`src/rtl/rascan_pkg.sv`:
```
package rascan_pkg;

    // Per-element operation chosen each clock, highest priority first.
    typedef enum logic [1:0] {
        OP_CLEAR = 2'd0,
        OP_FORCE = 2'd1,
        OP_HOLD  = 2'd2,
        OP_LOAD  = 2'd3
    } cell_op_e;

    function automatic cell_op_e pick_op(input logic rst,
                                         input logic force_wr,
                                         input logic hold);
        if (rst)           return OP_CLEAR;
        else if (force_wr) return OP_FORCE;
        else if (hold)     return OP_HOLD;
        else               return OP_LOAD;
    endfunction

endpackage

```
`src/rtl/rascan_decoder.sv`:
```
module rascan_decoder #(
    parameter int NUM_BITS = 12,
    parameter int ADDR_W   = 4
) (
    input  logic              clk,
    input  logic              rst,
    input  logic [ADDR_W-1:0] addr,
    output logic [NUM_BITS-1:0] sel
);

    // One comparator per element; out-of-range addresses match nothing.
    for (genvar i = 0; i < NUM_BITS; i++) begin : g_dec
        assign sel[i] = (addr == ADDR_W'(i));
    end

    // never more than one element selected.
    a_r2_one_select: assert property (@(posedge clk) disable iff (rst)
        $onehot0(sel));

    // an address at or beyond the bank selects no element.
    a_r7_no_select: assert property (@(posedge clk) disable iff (rst)
        (int'(addr) >= NUM_BITS) |-> (sel == '0));

endmodule

```
`src/rtl/rascan_cell.sv`:
```
module rascan_cell
    import rascan_pkg::*;
(
    input  logic clk,
    input  logic rst,
    input  logic hold,
    input  logic sel,
    input  logic we,
    input  logic din,
    input  logic d,
    output logic q
);

    cell_op_e op;

    always_comb begin
        op = pick_op(rst, we && sel, hold);
    end

    always_ff @(posedge clk) begin
        unique case (op)
            OP_CLEAR: q <= 1'b0;
            OP_FORCE: q <= din;
            OP_HOLD:  q <= q;
            OP_LOAD:  q <= d;
            default:  q <= 1'b0;
        endcase
    end

    // a selected write lands on the next edge.
    a_r2_force: assert property (@(posedge clk) disable iff (rst)
        (we && sel) |=> (q == $past(din)));

    // with no write and no hold the element follows its next state.
    a_r3_load: assert property (@(posedge clk) disable iff (rst)
        (!(we && sel) && !hold) |=> (q == $past(d)));

    // with hold and no write the element keeps its value.
    a_r4_hold: assert property (@(posedge clk) disable iff (rst)
        (!(we && sel) && hold) |=> $stable(q));

endmodule

```
`src/rtl/rascan_readout.sv`:
```
module rascan_readout #(
    parameter int NUM_BITS = 12
) (
    input  logic                clk,
    input  logic                rst,
    input  logic [NUM_BITS-1:0] state,
    input  logic [NUM_BITS-1:0] sel,
    output logic                dout
);

    logic picked;

    // AND-OR selection reuses the decoder; no select -> 0.
    always_comb begin
        picked = |(state & sel);
    end

    always_ff @(posedge clk) begin
        if (rst) dout <= 1'b0;
        else     dout <= picked;
    end

    // no selection yields a zero readout one cycle later.
    a_r7_zero_read: assert property (@(posedge clk) disable iff (rst)
        (sel == '0) |=> (dout == 1'b0));

endmodule

```
`src/rtl/rascan_regfile.sv`:
```
module rascan_regfile #(
    parameter  int NUM_BITS = 12,
    localparam int ADDR_W   = (NUM_BITS > 1) ? $clog2(NUM_BITS) : 1
) (
    input  logic                clk,
    input  logic                rst,
    input  logic                hold,
    input  logic [NUM_BITS-1:0] func_d,
    output logic [NUM_BITS-1:0] func_q,
    input  logic [ADDR_W-1:0]   tst_addr,
    input  logic                tst_we,
    input  logic                tst_din,
    output logic                tst_dout
);

    logic [NUM_BITS-1:0] sel;

    rascan_decoder #(
        .NUM_BITS (NUM_BITS),
        .ADDR_W   (ADDR_W)
    ) u_dec (
        .clk  (clk),
        .rst  (rst),
        .addr (tst_addr),
        .sel  (sel)
    );

    for (genvar i = 0; i < NUM_BITS; i++) begin : g_cell
        rascan_cell u_cell (
            .clk  (clk),
            .rst  (rst),
            .hold (hold),
            .sel  (sel[i]),
            .we   (tst_we),
            .din  (tst_din),
            .d    (func_d[i]),
            .q    (func_q[i])
        );
    end

    rascan_readout #(
        .NUM_BITS (NUM_BITS)
    ) u_rd (
        .clk   (clk),
        .rst   (rst),
        .state (func_q),
        .sel   (sel),
        .dout  (tst_dout)
    );

    // Independent view of the addressed bit for the latency check.
    logic [NUM_BITS-1:0] shifted_q;
    always_comb begin
        shifted_q = func_q >> tst_addr;
    end

    // reset clears the bank and the readout.
    a_r1_reset: assert property (@(posedge clk)
        rst |=> ((func_q == '0) && (tst_dout == 1'b0)));

    // readout is the pre-edge addressed bit, one cycle late.
    a_r5_latency: assert property (@(posedge clk) disable iff (rst)
        1'b1 |=> (tst_dout == $past(shifted_q[0])));

    // out-of-range write leaves the bank to its non-test behaviour.
    a_r7_no_write: assert property (@(posedge clk) disable iff (rst)
        (tst_we && (int'(tst_addr) >= NUM_BITS) && hold) |=> $stable(func_q));

endmodule

```
`config.mk`:
```
export PLATFORM = sky130hd
export DESIGN_NAME = rascan_regfile
export DESIGN_NICKNAME = d
export VERILOG_FILES = /design/src/rtl/rascan_pkg.sv /design/src/rtl/rascan_decoder.sv /design/src/rtl/rascan_cell.sv /design/src/rtl/rascan_readout.sv /design/src/rtl/rascan_regfile.sv
export SDC_FILE = /design/constraint.sdc
export NUM_CORES = 1
export LEC_CHECK = 0
export BUFFER_PORTS_ARGS = -buffer_cell sky130_fd_sc_hd__buf_4
export CORE_ASPECT_RATIO = 1.2
export CORE_MARGIN = 3
export CORE_UTILIZATION = 46
export CTS_BUF_LIST = sky130_fd_sc_hd__clkbuf_2
export DETAILED_ROUTE_END_ITERATION = 8
export PLACE_DENSITY = 0.86
export SYNTH_ARGS = -nofsm -noshare
export SYNTH_HDL_FRONTEND = slang
export SYNTH_HIERARCHICAL = 1
export SYNTH_SLANG_ARGS = --single-unit
```
`constraint.sdc`:
```
create_clock -name clk -period 1.18 [get_ports clk]
set_input_delay 0.236 -clock clk [delete_from_list [all_inputs] [get_ports clk]]
set_output_delay 0.236 -clock clk [all_outputs]
set_load 0.1 [all_outputs]
```
==> Word-level counts from Yosys, hierarchy flattened <==
Cells that the tools add are included.
{ "op_classes": {"eq_ne": 47, "muxes": 37, "n_bitwise": 1, "n_reduce_logical": 26} }
{ "ops": {"columns": ["operator", "count"], "rows": [
  ["2-bit == test, second input constant", 24],
  ["2-bit 2-to-1 mux", 24],
  ["1-bit one-hot mux with 3 select lines", 12],
  ["2-bit by 1-bit == test with 1-bit output, second input constant", 12],
  ["2-bit zero test", 12],
  ["4-bit by 3-bit == test with 1-bit output, second input constant", 4],
  ["4-bit == test, second input constant", 4],
  ["12-bit AND", 1],
  ["1-bit logical AND", 12],
  ["12-bit OR reduction", 1],
  ["4-bit by 2-bit == test with 1-bit output, second input constant", 2],
  ["4-bit by 1-bit == test with 1-bit output, second input constant", 1],
  ["4-bit zero test", 1],
  ["1-bit 2-to-1 mux", 1]
]} }
{ "word_totals": {"ff_bits": 13, "out_inout_bits": 13, "wordCells": 124} }

==> Logic depth before layout (Yosys ltp) <==
Gate-level depths: netlist of run 1.
{ "depth": {"word_depth": 6, "mapped_depth": 5} }

==> Modules after synthesis <==
Netlist of run 1, hierarchy kept.
{ "by_module_without_submodules": {"columns": ["mod", "instances", "cells_per_inst", "area_each_um2", "seq_area_each_um2"], "rows": [
  ["rascan_cell", 12, 6, 58.8, 30.0],
  ["rascan_decoder", 1, 16, 192.7, 0.0],
  ["rascan_readout", 1, 8, 97.6, 20.0]
]} }

==> Worst setup path after synthesis of run 1 <==
Ideal clock, no wire load.
{ "synth_timing": {"kind": "register to register", "from": "reg g_cell[5].u_cell.q", "to": "reg u_rd.dout", "setup_ns": 0.130, "arrival_time_ns": 1.395, "required_ns": 1.050, "path_slack_ns": -0.345, "path_stages_with_launch": 4, "path_buffers": 0, "synth_period_minus_slack_ns": 1.525, "path_cell_list": "edfxtp_1 -> a22o_1 -> a221oi_2 -> a31oi_1"} }
{ "synth_via": {"elab_chain_cells": 2} }
{ "synth_lines": {"columns": ["item", "line_no", "rtl"], "rows": [
  ["start: declaration", "rascan_cell.sv:11", "output logic q"],
  ["start signal: assignment", "rascan_cell.sv:23", "OP_FORCE: q <= din;"],
  ["start signal: assignment", "rascan_cell.sv:24", "OP_HOLD: q <= q;"],
  ["12-bit AND", "rascan_readout.sv:15", "picked = |(state & sel);"],
  ["12-bit OR reduction", "rascan_readout.sv:15", null],
  ["end signal: assignment", "rascan_readout.sv:20", "else dout <= picked;"],
  ["end: declaration", "rascan_readout.sv:8", "output logic dout"]
]} }
Every way passes these cells.
A chain may end at the register's enable or synchronous reset.

==> Worst setup path in the final report of run 1 <==
{ "layout_timing": {"from": "reg g_cell[0].u_cell.q", "to": "out func_q[0]"} }
{ "layout_lines": {"columns": ["item", "line_no", "rtl"], "rows": [
  ["start: declaration", "rascan_cell.sv:11", null],
  ["start signal: assignment", "rascan_cell.sv:23", null],
  ["start signal: assignment", "rascan_cell.sv:24", null],
  ["end: declaration", "rascan_regfile.sv:9", "output logic [NUM_BITS-1:0] func_q,"]
]} }
No word-level cell between the ends.

==> results of run 1 <==
-- layer usage --
layer,up-vias,track usage (%),share of wire (%)
met5,-,0,0
met4,0,9.35,1.7
met3,6,3.92,3.8
met2,19,34.6,53
met1,467,19.3,41
li1,480,-,-
-- cell type report --
type / count / area share (%)
Multi-Input combinational cell: 79 / 42.1
Timing Repair Buffer: 45 / 27.1
Sequential cell: 13 / 26.9
Tap cell: 28 / 2.48
Clock buffer: 4 / 1.42
-- flip-flops by register name (all words and copies together) (netlist names) --
signal           count
u_rd/dout            1
g_cell.u_cell/q     12
-- worst paths after layout --
path / start / endpoint / slack (ns) / cells past startpoint
setup / recovery: g_cell[0].u_cell/q / func_q[0] / 0.005 / 1
hold / removal: rst / u_rd/dout / 0.27 / 2
setup reg to reg: g_cell[7].u_cell/q / u_rd/dout / 0.02 / 4
hold reg to reg: g_cell[3].u_cell/q / u_rd/dout / 0.71 / 3
-- cell usage in the layout, fill, tap and decap left out, types with 3 or more instances in the layout --
cell type  synthesis  layout
buf_4              2      33
nand3b_1          24      24
nand2_1           12      12
nand3_1           12      12
a21oi_1           12      12
edfxtp_1          12      12
buf_6              2      12
and4bb_2           5       5
clkbuf_2           0       4
a22o_1             3       3
a221oi_2           3       3
-- cell families after synthesis --
kind of cell	Yosys count	share of synthesized area [%]
AND/OR/NAND/NOR	60	44.2
AO/OA/AOI/OAI	19	13.8
flip-flops	13	38.2
buffers and inverters	4	3.77
-- cell usage after synthesis --
library cell  count
nand3b_1         24
a21oi_1          12
edfxtp_1         12
nand2_1          12
nand3_1          12
and4bb_2          5
nor4b_2           4
a221oi_2          3
a22o_1            3
and4b_1           2
buf_4             2
buf_6             2
a31oi_1           1
dfxtp_1           1
nor4_2            1
-- where the power goes --
part           internal, mW  switching, mW
sequential            0.547         0.0269
combinational         0.206          0.418
clock                0.0898          0.159
total                 0.843          0.604
-- metrics by stage --
step / utilization [%] / setup WS, ns / cell area [sq um] / TNS (ns)
2_1_floorplan: - / -0.319 / 1010 / -0.319
3_5_place_dp: 66.6 / -0.167 / 1290 / -2.31
3_3_place_gp: 66.6 / -0.134 / 1290 / -1.45
5_1_grt: 73.0 / -0.0401 / 1410 / -0.294
6_report: 73.0 / 0.00484 / 1410 / 0
4_1_cts: 71.9 / -0.0202 / 1390 / -0.0254
-- timing repair --
item                                    CTS  global route
gates resized for setup                  12             0
endpoints found under the setup margin   12            12
buffers inserted                          5             3
==> flow_metrics.env, run 1 <==
export IMPL_ios=34
export IMPL_rows=17
export IMPL_n_antenna_cell=0
export IMPL_cts_buffers=3
export IMPL_synth_top_cell_area_share_pct=36.2
export IMPL_gp_congestion=0.809
export IMPL_cts_tree="done"
export IMPL_critPathBufInv=1
export IMPL_synth_seq_cells=13
export IMPL_grt_setup_unrepaired="true"
export IMPL_syn_avg_cell_area_sq_um=10.4
export IMPL_totalWireLength_mm=2.43
export IMPL_fin_crit_sh_pct=99.6
export IMPL_hold_buffers=0
export IMPL_crit_path_start_kind="register"
export IMPL_grt_pass1_vias=969
export IMPL_seq_area_frac_synth_pct=38.2
export IMPL_die_h_microns=57.0
export IMPL_seq_area_sq_um=380
export IMPL_grt_max_degree=26
export IMPL_power_mw=1.45
export IMPL_fp_coreArea_sq_um=1940
export IMPL_drt_iter0_drc=15
export IMPL_place_inst=157
export IMPL_power_density_nw_per_um2=1020
export IMPL_hold_viol_final=0
export IMPL_area_delta_synth_final_pct=42.0
export IMPL_slowest_stage="edfxtp_1"
export IMPL_fmax_ghz=0.851
export IMPL_outcome="complete, no violations"
export IMPL_num_fill_cells=149
export IMPL_dp_hpwl_mm=1.72
export IMPL_crit_family="flip-flops"
export IMPL_relSlewSlack_pct=76.1
export IMPL_vias_per_cell=5.75
export IMPL_synthCells=96
export IMPL_clk_path_buf_depth=2
export IMPL_cp_arrival_ns=0.94
export IMPL_leakage_nw=0.538
export IMPL_fin_skew_ns=0.00142
export IMPL_yosysTopAreaCell="edfxtp_1"
export IMPL_cap_viol_max_count=0
export IMPL_drive_gt1_share_pct=44.0
export IMPL_cp_cell_sequence="buf_6"
export IMPL_root_buffer="clkbuf_2"
export IMPL_multi_input_area_sq_um=596
export IMPL_worstSkewPairLatency_ns=0.28
export IMPL_grt_pass1_wl_mm=4.03
export IMPL_synth_area_leaders="edfxtp_1, nand3b_1, and4bb_2"
export IMPL_whs_ns=0.273
export IMPL_min_period_ns=1.18
export IMPL_tightest_slew_ns=0.356
export IMPL_clk_pin_slew_ns=0.14
export IMPL_worstPathRequired_ns=0.94
export IMPL_start_util_pct=51.5
export IMPL_ant_nets=0
export IMPL_grt_antenna_before_repair=0
export IMPL_worstSetupPathType="reg -> out"
export IMPL_yosys_warnings=6
export IMPL_vias=972
export IMPL_end_kind="output port"
export IMPL_io_buffers=33
export IMPL_final_cell_count_no_fill=169
export IMPL_drt_wirelength_per_cell_microns=14.4
export IMPL_max_stage_delay_ns=0.45
export IMPL_drv_slew=0
export IMPL_dr_pass1_iters=4
export IMPL_drc_errors=0
export IMPL_ir_drop_mv=0.611
export IMPL_fin_nets=163
export IMPL_setup_violations=0
export IMPL_h_tree_depth=1
export IMPL_die_area_sq_um=2760
export IMPL_syn_area_sq_um=996
export IMPL_synth_nets=117
export IMPL_hold_path_class="in -> reg"
export IMPL_die_w_microns=48.5
export IMPL_critical_path_max_fanout=2
export IMPL_ys_types=15
export IMPL_grtUsageTotal_pct=18.4
export IMPL_cts_num_sinks=13
export IMPL_grt_overflow=0
No activity file was read; power rests on OpenSTA's default activity.
==> inputs of run 2 (changes only) <==
==> constraint.sdc (replaced) <==
create_clock -name clk -period 1.18 [get_ports clk]
set_input_delay 0.295 -clock clk [delete_from_list [all_inputs] [get_ports clk]]
set_output_delay 0.295 -clock clk [all_outputs]
set_load 0.1 [all_outputs]
==> run 2 against run 1 <==
- the run now ends with setup timing left
- highest routed layer unchanged
- non-clock buffer count rose by 1
- utilization grew 2.5 points
- total power rose by 2.7%
- critical endpoint is now func_q[5]
- via count is 1.2% higher
- sequential power is essentially flat
- die area stayed put
==> flow_metrics.env, run 2 (same netlist as run 1, synthesis figures left out) <==
export IMPL_outcome="finished, violations left"
export IMPL_violations="setup timing"
export IMPL_grt_pass1_vias=977
export IMPL_cts_num_sinks=13
export IMPL_end_kind="output port"
export IMPL_max_stage_delay_ns=0.45
export IMPL_r2r_setup_slack_ns=-0.02
export IMPL_finalWorstSetupSlack_ns=-0.0617
export IMPL_hold_viol_final=0
export IMPL_setup_violations=13
export IMPL_worstSetupPathType="reg -> out"
export IMPL_fin_crit_sh_pct=105
export IMPL_seq_area_sq_um=382
export IMPL_place_ws_ns=-0.212
export IMPL_largestRegisters="g_cell.u_cell/q: 12 flops, u_rd/dout: 1 flops"
export IMPL_regMostFlops="g_cell.u_cell/q"
export IMPL_whs_ns=0.328
export IMPL_layout_common_cells="buf_4, nand3b_1"
export IMPL_fp_coreArea_sq_um=1940
export IMPL_fmax_ghz=0.805
export IMPL_area_delta_synth_final_pct=46.7
export IMPL_power_mw=1.49
export IMPL_grt_overflow=0
export IMPL_r2r_start="g_cell[0].u_cell/q"
export IMPL_drt_wirelength_per_cell_microns=15.5
export IMPL_ir_drop_mv=0.746
export IMPL_slowest_stage="edfxtp_1"
export IMPL_io_buffers=33
export IMPL_layout_commonest_cell="buf_4"
export IMPL_grtUsageTotal_pct=20.1
export IMPL_grt_max_degree=26
export IMPL_drv_slew=0
export IMPL_cts_buffers=3
export IMPL_power_density_nw_per_um2=1020
export IMPL_die_w_microns=48.5
export IMPL_h_tree_depth=1
export IMPL_root_buffer="clkbuf_2"
export IMPL_cp_arrival_ns=0.95
export IMPL_die_h_microns=57.0
export IMPL_worstPathRequired_ns=0.88
export IMPL_netSwitchingPower_mw=0.626
export IMPL_crit_path_start_kind="register"
export IMPL_clock_power_share_pct=17.1
export IMPL_rows=17
export IMPL_seqPwrFrac_pct=38.8
export IMPL_cp_cell_sequence="buf_6"
export IMPL_p_comb_share_pct=44.1
export IMPL_holdPathStages=2
export IMPL_num_fill_cells=153
export IMPL_rr_worst_depth=4
export IMPL_ios=34
export IMPL_clk_pin_slew_ns=0.15
export IMPL_clk_path_buf_depth=2
export IMPL_grt_antenna_before_repair=0
export IMPL_final_core_util_pct=75.5
export IMPL_vias_per_cell=5.79
export IMPL_grt_pass1_wl_mm=4.37
export IMPL_hold_start="rst"
export IMPL_start_util_pct=51.5
export IMPL_hold_path_class="in -> reg"
export IMPL_die_area_sq_um=2760
export IMPL_fin_setup_tns_ns=-0.523
export IMPL_p_int_mw=0.860
export IMPL_totalWireLength_mm=2.63
export IMPL_worstSkewPairLatency_ns=0.28
export IMPL_fin_nets=164
export IMPL_cp_startpoint="g_cell[5].u_cell/q"
export IMPL_final_cell_count_no_fill=170
export IMPL_r2r_end="u_rd/dout"
export IMPL_cap_viol_max_count=0
export IMPL_critPathBufInv=1
export IMPL_gp_congestion=0.809
export IMPL_drt_iter0_drc=27
export IMPL_fin_skew_ns=0.00550
export IMPL_min_period_ns=1.24
export IMPL_drive_gt1_share_pct=45.1
export IMPL_hold_end="u_rd/dout"
export IMPL_dp_hpwl_mm=1.74
export IMPL_cts_tree="done"
export IMPL_relSlewSlack_pct=82.3
export IMPL_fin_area_sq_um=1460
export IMPL_vias=984
export IMPL_hold_buffers=0
export IMPL_largest_reg_flops=12
export IMPL_ant_nets=0
export IMPL_crit_family="flip-flops"
export IMPL_grt_setup_unrepaired="true"
export IMPL_critical_path_max_fanout=2
export IMPL_place_inst=155
export IMPL_placed_area_sq_um=1300
export IMPL_tightest_slew_ns=0.264
export IMPL_leakage_nw=0.559
export IMPL_drc_errors=0
export IMPL_p_sw_share_pct=42.1
export IMPL_multi_input_area_sq_um=622
export IMPL_n_antenna_cell=0
export IMPL_dr_pass1_iters=4
## run 2: changes by cell type in the layout (fill, tap and decap cells not counted)
| cell | before | now |
|---|---|---|
| nor4_4 | 0 | 1 |
| nor4b_2 | 2 | 0 |
| buf_12 | 0 | 1 |
| dfxtp_1 | 1 | 0 |
| dfxtp_2 | 0 | 1 |
| nor4_2 | 1 | 0 |
| nor4b_4 | 2 | 4 |
## run 2: how the worst max path moves through the flow
| stage | end | slack [ns] | depth (start not counted) |
|---|---|---|---|
| 2_1_floorplan | u_rd/dout | -0.32 | 3 |
| 5_1_grt | func_q[3] | -0.10 | 1 |
| 3_5_place_dp | u_rd/dout | -0.21 | 5 |
| 6_report | func_q[5] | -0.06 | 1 |
| 3_3_place_gp | u_rd/dout | -0.19 | 5 |
| 4_1_cts | func_q[1] | -0.06 | 1 |
## run 2: final cells by class
class / instances / area share (%)
clock buffer: 4 / 1.37
multi-input combinational: 79 / 42.6
sequential: 13 / 26.1
timing repair buffer: 46 / 27.6
tap: 28 / 2.40
## run 2: layer usage
layer	track usage [%]	up-vias	wire length (microns)
met2	37.4	38	1410
met1	22.8	460	1030
met4	8.94	0	30
li1	-	482	-
met5	0	-	0
met3	3.13	4	156
## run 2: power by group through the flow
| stage | registers (mW) | logic [mW] | clock network (mW) |
|---|---|---|---|
| after floorplan | 0.867 | 0.136 | 0 |
| after global placement | 0.583 | 0.560 | 0 |
| after detailed placement | 0.585 | 0.570 | 0 |
| after CTS | 0.574 | 0.639 | 0.257 |
| after global routing | 0.583 | 0.683 | 0.278 |
| final | 0.577 | 0.655 | 0.254 |
## run 2: timing repair
| item | in CTS | in global routing |
|---|---|---|
| pin swaps | 0 | 1 |
| buffers inserted | 9 | 2 |
| setup endpoints to repair | 13 | 14 |
| cloned | 0 | 0 |
| resized for setup | 13 | 3 |
